**config.mk**
```make
export PLATFORM = sky130hd
export DESIGN_NAME = callpush_top
export DESIGN_NICKNAME = d
export VERILOG_FILES = /design/src/rtl/callpush_pkg.sv /design/src/rtl/callpush_seq.sv /design/src/rtl/callpush_dp.sv /design/src/rtl/callpush_top.sv
export SDC_FILE = /design/constraint.sdc
export NUM_CORES = 1
export LEC_CHECK = 0
export ABC_AREA = 0
export BUFFER_PORTS_ARGS = -buffer_cell sky130_fd_sc_hd__buf_2
export CAP_MARGIN = 20
export CORE_ASPECT_RATIO = 1.25
export CORE_UTILIZATION = 57
export CTS_CLUSTER_SIZE = 25
export DETAILED_ROUTE_END_ITERATION = 7
export PLACE_DENSITY = 0.89
export SYNTH_ARGS = -nofsm -noshare
export SYNTH_HDL_FRONTEND = slang
export SYNTH_SLANG_ARGS = --single-unit
export TNS_END_PERCENT = 50
```
**constraint.sdc**
```tcl
create_clock -name clk -period 3.6 [get_ports clk]
set_input_delay 0.36 -clock clk [delete_from_list [all_inputs] [get_ports clk]]
set_output_delay 0.36 -clock clk [all_outputs]
set_load 0.05 [all_outputs]
```
**src/rtl/callpush_pkg.sv**
```systemverilog
`timescale 1ns/1ps
package callpush_pkg;

    typedef enum logic [2:0] {
        PH_IDLE  = 3'd0,
        PH_FETCH = 3'd1,
        PH_RDLO  = 3'd2,
        PH_RDHI  = 3'd3,
        PH_WRHI  = 3'd4,
        PH_WRLO  = 3'd5,
        PH_DONE  = 3'd6
    } phase_e;

    function automatic phase_e next_phase(input phase_e cur);
        case (cur)
            PH_FETCH: next_phase = PH_RDLO;
            PH_RDLO:  next_phase = PH_RDHI;
            PH_RDHI:  next_phase = PH_WRHI;
            PH_WRHI:  next_phase = PH_WRLO;
            PH_WRLO:  next_phase = PH_DONE;
            default:  next_phase = PH_IDLE;
        endcase
    endfunction

    function automatic logic is_running(input phase_e cur);
        is_running = (cur == PH_FETCH) || (cur == PH_RDLO) || (cur == PH_RDHI) ||
                     (cur == PH_WRHI)  || (cur == PH_WRLO);
    endfunction

endpackage

```
**src/rtl/callpush_seq.sv**
```systemverilog
`timescale 1ns/1ps
module callpush_seq
    import callpush_pkg::*;
#(
    parameter int unsigned T_FETCH = 4,
    parameter int unsigned T_RDLO  = 3,
    parameter int unsigned T_RDHI  = 4,
    parameter int unsigned T_WR    = 3,
    parameter int unsigned CYC_W   = 5
) (
    input  logic             clk,
    input  logic             rst_n,
    input  logic             start_i,
    output logic             accept_o,
    output phase_e           phase_o,
    output logic             last_t_o,
    output logic             busy_o,
    output logic             done_o,
    output logic [CYC_W-1:0] cycles_o
);

    typedef struct packed {
        phase_e           phase;
        logic [CYC_W-1:0] tcnt;
        logic [CYC_W-1:0] tsum;
    } seq_t;

    seq_t             seq_d, seq_q;
    logic [CYC_W-1:0] len;
    logic             run;
    logic             last_t;

    always_comb begin
        case (seq_q.phase)
            PH_FETCH: len = CYC_W'(T_FETCH);
            PH_RDLO:  len = CYC_W'(T_RDLO);
            PH_RDHI:  len = CYC_W'(T_RDHI);
            PH_WRHI,
            PH_WRLO:  len = CYC_W'(T_WR);
            default:  len = CYC_W'(1);
        endcase
        run    = is_running(seq_q.phase);
        last_t = run && (seq_q.tcnt == len - CYC_W'(1));
    end

    always_comb begin
        seq_d    = seq_q;
        accept_o = 1'b0;
        case (seq_q.phase)
            PH_IDLE: begin
                if (start_i) begin
                    accept_o    = 1'b1;
                    seq_d.phase = PH_FETCH;
                    seq_d.tcnt  = '0;
                    seq_d.tsum  = '0;
                end
            end
            PH_DONE: seq_d.phase = PH_IDLE;
            default: begin
                seq_d.tsum = seq_q.tsum + CYC_W'(1);
                if (last_t) begin
                    seq_d.phase = next_phase(seq_q.phase);
                    seq_d.tcnt  = '0;
                end else begin
                    seq_d.tcnt  = seq_q.tcnt + CYC_W'(1);
                end
            end
        endcase
    end

    always_ff @(posedge clk or negedge rst_n) begin
        if (!rst_n) begin
            seq_q.phase <= PH_IDLE;
            seq_q.tcnt  <= '0;
            seq_q.tsum  <= '0;
        end else begin
            seq_q <= seq_d;
        end
    end

    assign phase_o  = seq_q.phase;
    assign last_t_o = last_t;
    assign busy_o   = (seq_q.phase != PH_IDLE);
    assign done_o   = (seq_q.phase == PH_DONE);
    assign cycles_o = seq_q.tsum;

endmodule

```
**src/rtl/callpush_dp.sv**
```systemverilog
`timescale 1ns/1ps
module callpush_dp
    import callpush_pkg::*;
#(
    parameter int unsigned DATA_W   = 8,
    parameter int unsigned INSN_LEN = 3,
    localparam int unsigned ADDR_W  = 2 * DATA_W
) (
    input  logic              clk,
    input  logic              rst_n,
    input  logic              accept_i,
    input  phase_e            phase_i,
    input  logic              last_t_i,
    input  logic [ADDR_W-1:0] pc_i,
    input  logic [ADDR_W-1:0] sp_i,
    input  logic [DATA_W-1:0] tgt_lo_i,
    input  logic [DATA_W-1:0] tgt_hi_i,
    output logic [ADDR_W-1:0] mem_addr_o,
    output logic [DATA_W-1:0] mem_wdata_o,
    output logic              mem_we_o,
    output logic [ADDR_W-1:0] pc_o,
    output logic [ADDR_W-1:0] sp_o
);

    typedef struct packed {
        logic [ADDR_W-1:0] ret;
        logic [ADDR_W-1:0] tgt;
        logic [ADDR_W-1:0] sp;
        logic [ADDR_W-1:0] pc;
    } dp_t;

    dp_t  dp_d, dp_q;
    logic dec_sp;
    logic wr_slot;

    always_comb begin
        dec_sp  = last_t_i && ((phase_i == PH_RDHI) || (phase_i == PH_WRHI));
        wr_slot = last_t_i && ((phase_i == PH_WRHI) || (phase_i == PH_WRLO));
    end

    always_comb begin
        dp_d = dp_q;
        if (accept_i) begin
            dp_d.ret = pc_i + ADDR_W'(INSN_LEN);
            dp_d.tgt = {tgt_hi_i, tgt_lo_i};
            dp_d.sp  = sp_i;
        end
        if (dec_sp) begin
            dp_d.sp = dp_q.sp - ADDR_W'(1);
        end
        if (last_t_i && (phase_i == PH_WRLO)) begin
            dp_d.pc = dp_q.tgt;
        end
    end

    always_ff @(posedge clk or negedge rst_n) begin
        if (!rst_n) begin
            dp_q <= '0;
        end else begin
            dp_q <= dp_d;
        end
    end

    assign mem_we_o    = wr_slot;
    assign mem_addr_o  = dp_q.sp;
    assign mem_wdata_o = (phase_i == PH_WRHI) ? dp_q.ret[ADDR_W-1 -: DATA_W]
                                              : dp_q.ret[DATA_W-1:0];
    assign pc_o        = dp_q.pc;
    assign sp_o        = dp_q.sp;

endmodule

```
**src/rtl/callpush_top.sv**
```systemverilog
`timescale 1ns/1ps
module callpush_top
    import callpush_pkg::*;
#(
    parameter int unsigned DATA_W   = 8,
    parameter int unsigned INSN_LEN = 3,
    parameter int unsigned T_FETCH  = 4,
    parameter int unsigned T_RDLO   = 3,
    parameter int unsigned T_RDHI   = 4,
    parameter int unsigned T_WR     = 3,
    localparam int unsigned ADDR_W  = 2 * DATA_W,
    localparam int unsigned T_TOTAL = T_FETCH + T_RDLO + T_RDHI + 2 * T_WR,
    localparam int unsigned CYC_W   = $clog2(T_TOTAL + 1)
) (
    input  logic              clk,
    input  logic              rst_n,
    input  logic              start_i,
    input  logic [ADDR_W-1:0] pc_i,
    input  logic [ADDR_W-1:0] sp_i,
    input  logic [DATA_W-1:0] tgt_lo_i,
    input  logic [DATA_W-1:0] tgt_hi_i,
    output logic              busy_o,
    output logic              done_o,
    output logic [ADDR_W-1:0] mem_addr_o,
    output logic [DATA_W-1:0] mem_wdata_o,
    output logic              mem_we_o,
    output logic [ADDR_W-1:0] pc_o,
    output logic [ADDR_W-1:0] sp_o,
    output logic [CYC_W-1:0]  cycles_o
);

    logic   accept;
    phase_e phase;
    logic   last_t;

    callpush_seq #(
        .T_FETCH (T_FETCH),
        .T_RDLO  (T_RDLO),
        .T_RDHI  (T_RDHI),
        .T_WR    (T_WR),
        .CYC_W   (CYC_W)
    ) u_seq (
        .clk      (clk),
        .rst_n    (rst_n),
        .start_i  (start_i),
        .accept_o (accept),
        .phase_o  (phase),
        .last_t_o (last_t),
        .busy_o   (busy_o),
        .done_o   (done_o),
        .cycles_o (cycles_o)
    );

    callpush_dp #(
        .DATA_W   (DATA_W),
        .INSN_LEN (INSN_LEN)
    ) u_dp (
        .clk         (clk),
        .rst_n       (rst_n),
        .accept_i    (accept),
        .phase_i     (phase),
        .last_t_i    (last_t),
        .pc_i        (pc_i),
        .sp_i        (sp_i),
        .tgt_lo_i    (tgt_lo_i),
        .tgt_hi_i    (tgt_hi_i),
        .mem_addr_o  (mem_addr_o),
        .mem_wdata_o (mem_wdata_o),
        .mem_we_o    (mem_we_o),
        .pc_o        (pc_o),
        .sp_o        (sp_o)
    );

endmodule

```
After elaboration in Yosys (flattened, before gate mapping)
Index checks and enable logic that the tools add are counted.
{"block": "word_totals", "latchBits": 0, "mem_bits_ro": 0, "mem_bits_rw": 0, "word_cells": 51, "memories": 0, "regBits": 77}
{"block": "op_classes", "reduce_logical": 18, "n_shift": 0, "addsub": 5, "div_mod_pow": 0, "eq_ne": 8, "mul": 0, "magnitude_cmp": 0, "muxes": 12, "n_bitwise": 1}
{"op": "$mux 16", "count": 2}
{"op": "$pmux 10 s2", "count": 1}
{"op": "$add 16x2->16 const B", "count": 1}
{"op": "$sub 16x1->16 const B", "count": 1}
{"op": "$pmux 3 s5", "count": 1}
{"op": "$mux 13", "count": 1}
{"op": "$pmux 3 s2", "count": 2}
{"op": "$add 5x1->5 const B", "count": 2}
{"op": "$eq 3x3->1 const B", "count": 3}
{"op": "$mux 8", "count": 1}
{"op": "$eq 3x2->1 const B", "count": 2}
{"op": "$logic_or 1x1->1", "count": 6}
{"op": "$reduce_bool 3->1", "count": 2}
{"op": "$eq 5x5->1", "count": 1}
{"op": "$mux 5", "count": 1}
{"op": "$logic_and 1x1->1", "count": 4}
{"op": "$reduce_and 2->1", "count": 2}
{"op": "$sub 3x1->4 const B", "count": 1}
{"op": "$eq 3x1->1 const B", "count": 1}
{"op": "$logic_not 3->1", "count": 1}
{"op": "$mux 3", "count": 1}
{"op": "$reduce_or 3->1", "count": 1}
{"op": "$mux 1", "count": 2}
{"op": "$ne 2x2->1 const B", "count": 1}
{"op": "other kinds (3)", "count": 3}

Logic depth before layout (Yosys ltp)
{"block": "logic_depth", "depth_word": 8, "depth_mapped": 8, "mapped_depth_nobuf": 7}

By module
A second synthesis with hierarchy kept.
{"block": "hier_totals", "hier_cells": 416, "hier_area_um2": 4262.8}
{"module": "callpush_dp", "cells_each": 323, "instances": 1, "seq_area_each_um2": 1601.5, "area_each_um2": 3417.0}
{"module": "callpush_seq", "cells_each": 93, "instances": 1, "seq_area_each_um2": 325.3, "area_each_um2": 845.8}

Worst setup path before layout
No wires, ideal clock.
{"block": "synth_path", "path_kind": "reg-to-reg", "from": "reg u_seq.seq_q[7] (netlist name)", "to": "reg u_dp.dp_q (netlist bit u_dp.pc_o[0])", "path_slack_ps": 1161, "stages_incl_launch_ff": 6, "required_ps": 3475, "arrival_time_ps": 2314, "synth_period_minus_slack_ps": 2439, "cell_sequence": "dfrtp_1 or4b_4 nor4b_4 nand2_4 buf_6 mux2_4"}
{"block": "synth_via", "elab_chain_cells": 3}
{"element": "start, declared", "line_no": "callpush_seq.sv:28", "text": "seq_t seq_d, seq_q;"}
{"element": "start signal, assigned", "line_no": "callpush_seq.sv:77", "text": "seq_q <= seq_d;"}
{"element": "$eq 5x5->1", "line_no": "callpush_seq.sv:43", "text": "last_t = run && (seq_q.tcnt == len - CYC_W'(1));"}
{"element": "$logic_and 1x1->1", "line_no": "callpush_seq.sv:43"}
{"element": "$logic_and 1x1->1", "line_no": "callpush_dp.sv:51", "text": "if (last_t_i && (phase_i == PH_WRLO)) begin"}
{"element": "end signal, assigned", "line_no": "callpush_dp.sv:60", "text": "dp_q <= dp_d;"}
{"element": "end, declared", "line_no": "callpush_dp.sv:32", "text": "dp_t dp_d, dp_q;"}
No other way between the ends.
A chain may end at the register's enable or synchronous reset.

Worst setup path after layout
{"block": "layout_path", "from": "reg u_seq.phase_o[0] (netlist name)", "to": "out mem_wdata_o[3]"}
{"block": "layout_via", "elab_chain_cells": 2}
{"element": "$eq 3x3->1", "line_no": "callpush_dp.sv:66", "text": "assign mem_wdata_o = (phase_i == PH_WRHI) ? dp_q.ret[ADDR_W-1 -: DATA_W]"}
{"element": "$mux 8", "line_no": "callpush_dp.sv:66"}
{"element": "end, declared", "line_no": "callpush_top.sv:25", "text": "output logic [DATA_W-1:0] mem_wdata_o,"}
No other way between the ends.

==> results.cfg <==
[status]
status = finished clean

[cts]
cts_max_level = 3
insertion_delay_ns = 0.34
clk_pin_slew_ns = 0.08
post_cts_resized = 0
cts_root_buf = clkbuf_8
numCtsBuffers = 9
cts_setup_buffers = 0
hold_buffers = 0
cts_sinks = 77
clockBufferDepth = 2
cts_tree = built

[floorplan]
core_area_um2 = 7020
die_w_um = 78.4
start_util_pct = 59.3
die_y_um = 97.5
die_area_um2 = 7650
row_count = 34
num_io_pins = 115

[placement]
place.gp.congestion = 0.795
port_buffers = 114
dp_hpwl_um = 5940

[timing]
max_freq_ghz = 0.393
rsz0062_at_grt = no
fin_skew_ns = 0.0123
hold_viol = 0
setup_viol = 0
worstMarginPinSlew_ns = 0.944
maxSlewViolCount = 0
fin_crit_ns = 2.55
fin_crit_sh_pct = 70.7
worst_slew_margin_rel_pct = 37.1
fin_setup_tns_ns = 0

[drt]
ant_nets = 0
drc = 0
dr.pass1.iters = 4
viasPerCell = 5.44
routed_wl_um = 8270
drt-initial-drc-count = 126
wl_per_cell_um = 14.3
vias = 3157

[logic_synthesis]
synthCells = 427
avgSynthCellArea_um2 = 9.74
synth_warnings = 0
ys_ff_latch = 77
async_flop_share_pct = 100
ys_seq_area_share_pct = 46.3
syn_area_um2 = 4160
synth_edf_count = 0
synthFlopType = dfrtp_1
yosysUniqueCellTypes = 55
synth_nets = 482

[global_routing]
grt_max_degree = 78
grt_pass1_wl_um = 13800
grt_pass1_vias = 3067
grt_overflow_total = 0
antenna_found_initial = 0
track_usage_pct = 22.9

[worst_setup_path]
cp-start-kind = register
rr_worst_depth = 5
worstSetupPathType = register to output pin
required_ns = 3.24
critPathMaxFanout = 14
endpoint_kind = output pin
arrival_ns = 2.19

[final_layout]
area_growth_pct = 11.3
nets = 540
antenna_cells = 0
drive_above_1_share_pct = 34.1

[flow_run]
cap_viol_max_count = 0

[hold_path]
holdCritPathClass = primary input to async pin
==> worst max-delay path: stages (launching register included) <==
cell     delay (ns)
dfrtp_1        0.55
nor3b_2        0.68
mux2_2         0.41
buf_2          0.21
==> metal layers <==
layer | GRT usage (%) | share of wire, % | wire length (um)
met1 | 28.2 | 44 | 3600
met2 | 39.6 | 51 | 4180
met3 | 3.19 | 4.0 | 333
met4 | 10.3 | 1.8 | 150
met5 | 0 | 0 | 0
==> cell usage after synthesis (2+ instances only) <==
master | n | area share (%)
mux2_4 | 10 | 3.6
xor2_1 | 7 | 1.5
nor3_1 | 9 | 1.1
nand3_1 | 9 | 1.1
o311ai_0 | 4 | 0.84
buf_4 | 56 | 10
or4_1 | 2 | 0.36
clkbuf_1 | 9 | 0.81
or2_2 | 2 | 0.30
o211ai_1 | 10 | 1.8
o21a_1 | 2 | 0.36
nand2b_1 | 2 | 0.30
inv_1 | 10 | 0.90
mux2_2 | 15 | 4.1
dfrtp_1 | 77 | 46
o21ai_0 | 31 | 3.7
a21oi_1 | 7 | 0.84
nor2b_1 | 2 | 0.30
nand2_1 | 92 | 8.3
xnor2_1 | 10 | 2.1
nor4b_1 | 2 | 0.42
a311oi_1 | 3 | 0.63
o2111ai_1 | 2 | 0.42
nor2_1 | 14 | 1.3
nor4_1 | 2 | 0.30
or3_1 | 5 | 0.75
ha_1 | 4 | 1.2
o22ai_1 | 2 | 0.30
==> metrics by stage <==
stage / hold slack (ns) / std cells / instance area (um2) / setup slack [ns] / util, %
after floorplan: 0.0644 / 427 / 4160 / 1.16 / -
after global placement: 0.453 / 564 / 4380 / 1.34 / 62.5
after detailed placement: 0.462 / 564 / 4380 / 1.21 / 62.5
after CTS: 0.184 / 580 / 4630 / 1.06 / 66.0
after global routing: 0.216 / 580 / 4630 / 0.936 / 66.0
final: 0.133 / 580 / 4630 / 1.05 / 66.0
==> path summary, 6_finish.rpt <==
path	start	to	slack [ns]
max	u_seq.phase_o[0]$_DFFE_PN0P_	mem_wdata_o[3]	1.05
min reg2reg	u_dp.dp_q[63]$_DFFE_PN0P_	u_dp.dp_q[63]$_DFFE_PN0P_	0.47
min	rst_n	u_dp.pc_o[13]$_DFFE_PN0P_	0.13
max in group asynchronous	rst_n	u_seq.phase_o[0]$_DFFE_PN0P_	2.82
min in group clk	tgt_lo_i[1]	u_dp.dp_q[33]$_DFFE_PN0P_	0.21
max reg2reg	u_seq.phase_o[0]$_DFFE_PN0P_	u_dp.mem_addr_o[7]$_DFFE_PN0P_	1.17
==> flip-flops by register name, indices dropped and copies added (netlist names) <==
name,count
u_dp.mem_addr_o,16
u_seq.seq_q,5
u_seq.phase_o,3
u_dp.pc_o,16
u_dp.dp_q,32
u_seq.cycles_o,5
==> cell usage in the layout, fill, tap and decap left out, types with 3 or more instances in the layout <==
| cell type | instances |
|---|---|
| mux2_4 | 10 |
| buf_2 | 113 |
| o211ai_1 | 10 |
| mux2_2 | 15 |
| o21ai_0 | 31 |
| a311oi_1 | 3 |
| clkbuf_8 | 9 |
| or3_1 | 5 |
| ha_1 | 4 |
| clkinvlp_4 | 3 |
| inv_1 | 10 |
| nor3_1 | 9 |
| bufinv_16 | 3 |
| buf_4 | 3 |
| nor2_1 | 14 |
| xor2_1 | 7 |
| xnor2_1 | 10 |
| nand3_1 | 9 |
| nand2_1 | 91 |
| o311ai_0 | 4 |
| dfrtp_1 | 77 |
| a21oi_1 | 7 |
==> cell type report <==
| cell class | count | area (um2) |
|---|---|---|
| Fill cell | 545 | 2390 |
| Tap cell | 90 | 113 |
| Sequential cell | 77 | 1930 |
| Clock inverter | 7 | 121 |
| Inverter | 10 | 37.5 |
| Clock buffer | 9 | 124 |
| Timing Repair Buffer | 116 | 588 |
| Multi-Input combinational cell | 271 | 1720 |
==> kinds of logic after synthesis <==
| kind of cell | synth area share (%) |
|---|---|
| XOR/XNOR | 3.58 |
| adder cells (fa/ha/maj) | 1.20 |
| AO/OA/AOI/OAI | 10.9 |
| buffers and inverters | 12.4 |
| flip-flops | 46.3 |
| multiplexers | 7.67 |
| AND/OR/NAND/NOR | 18.0 |
Power is not shown: default switching activity piles up to over one toggle a cycle in this logic, so the estimate is an artifact.
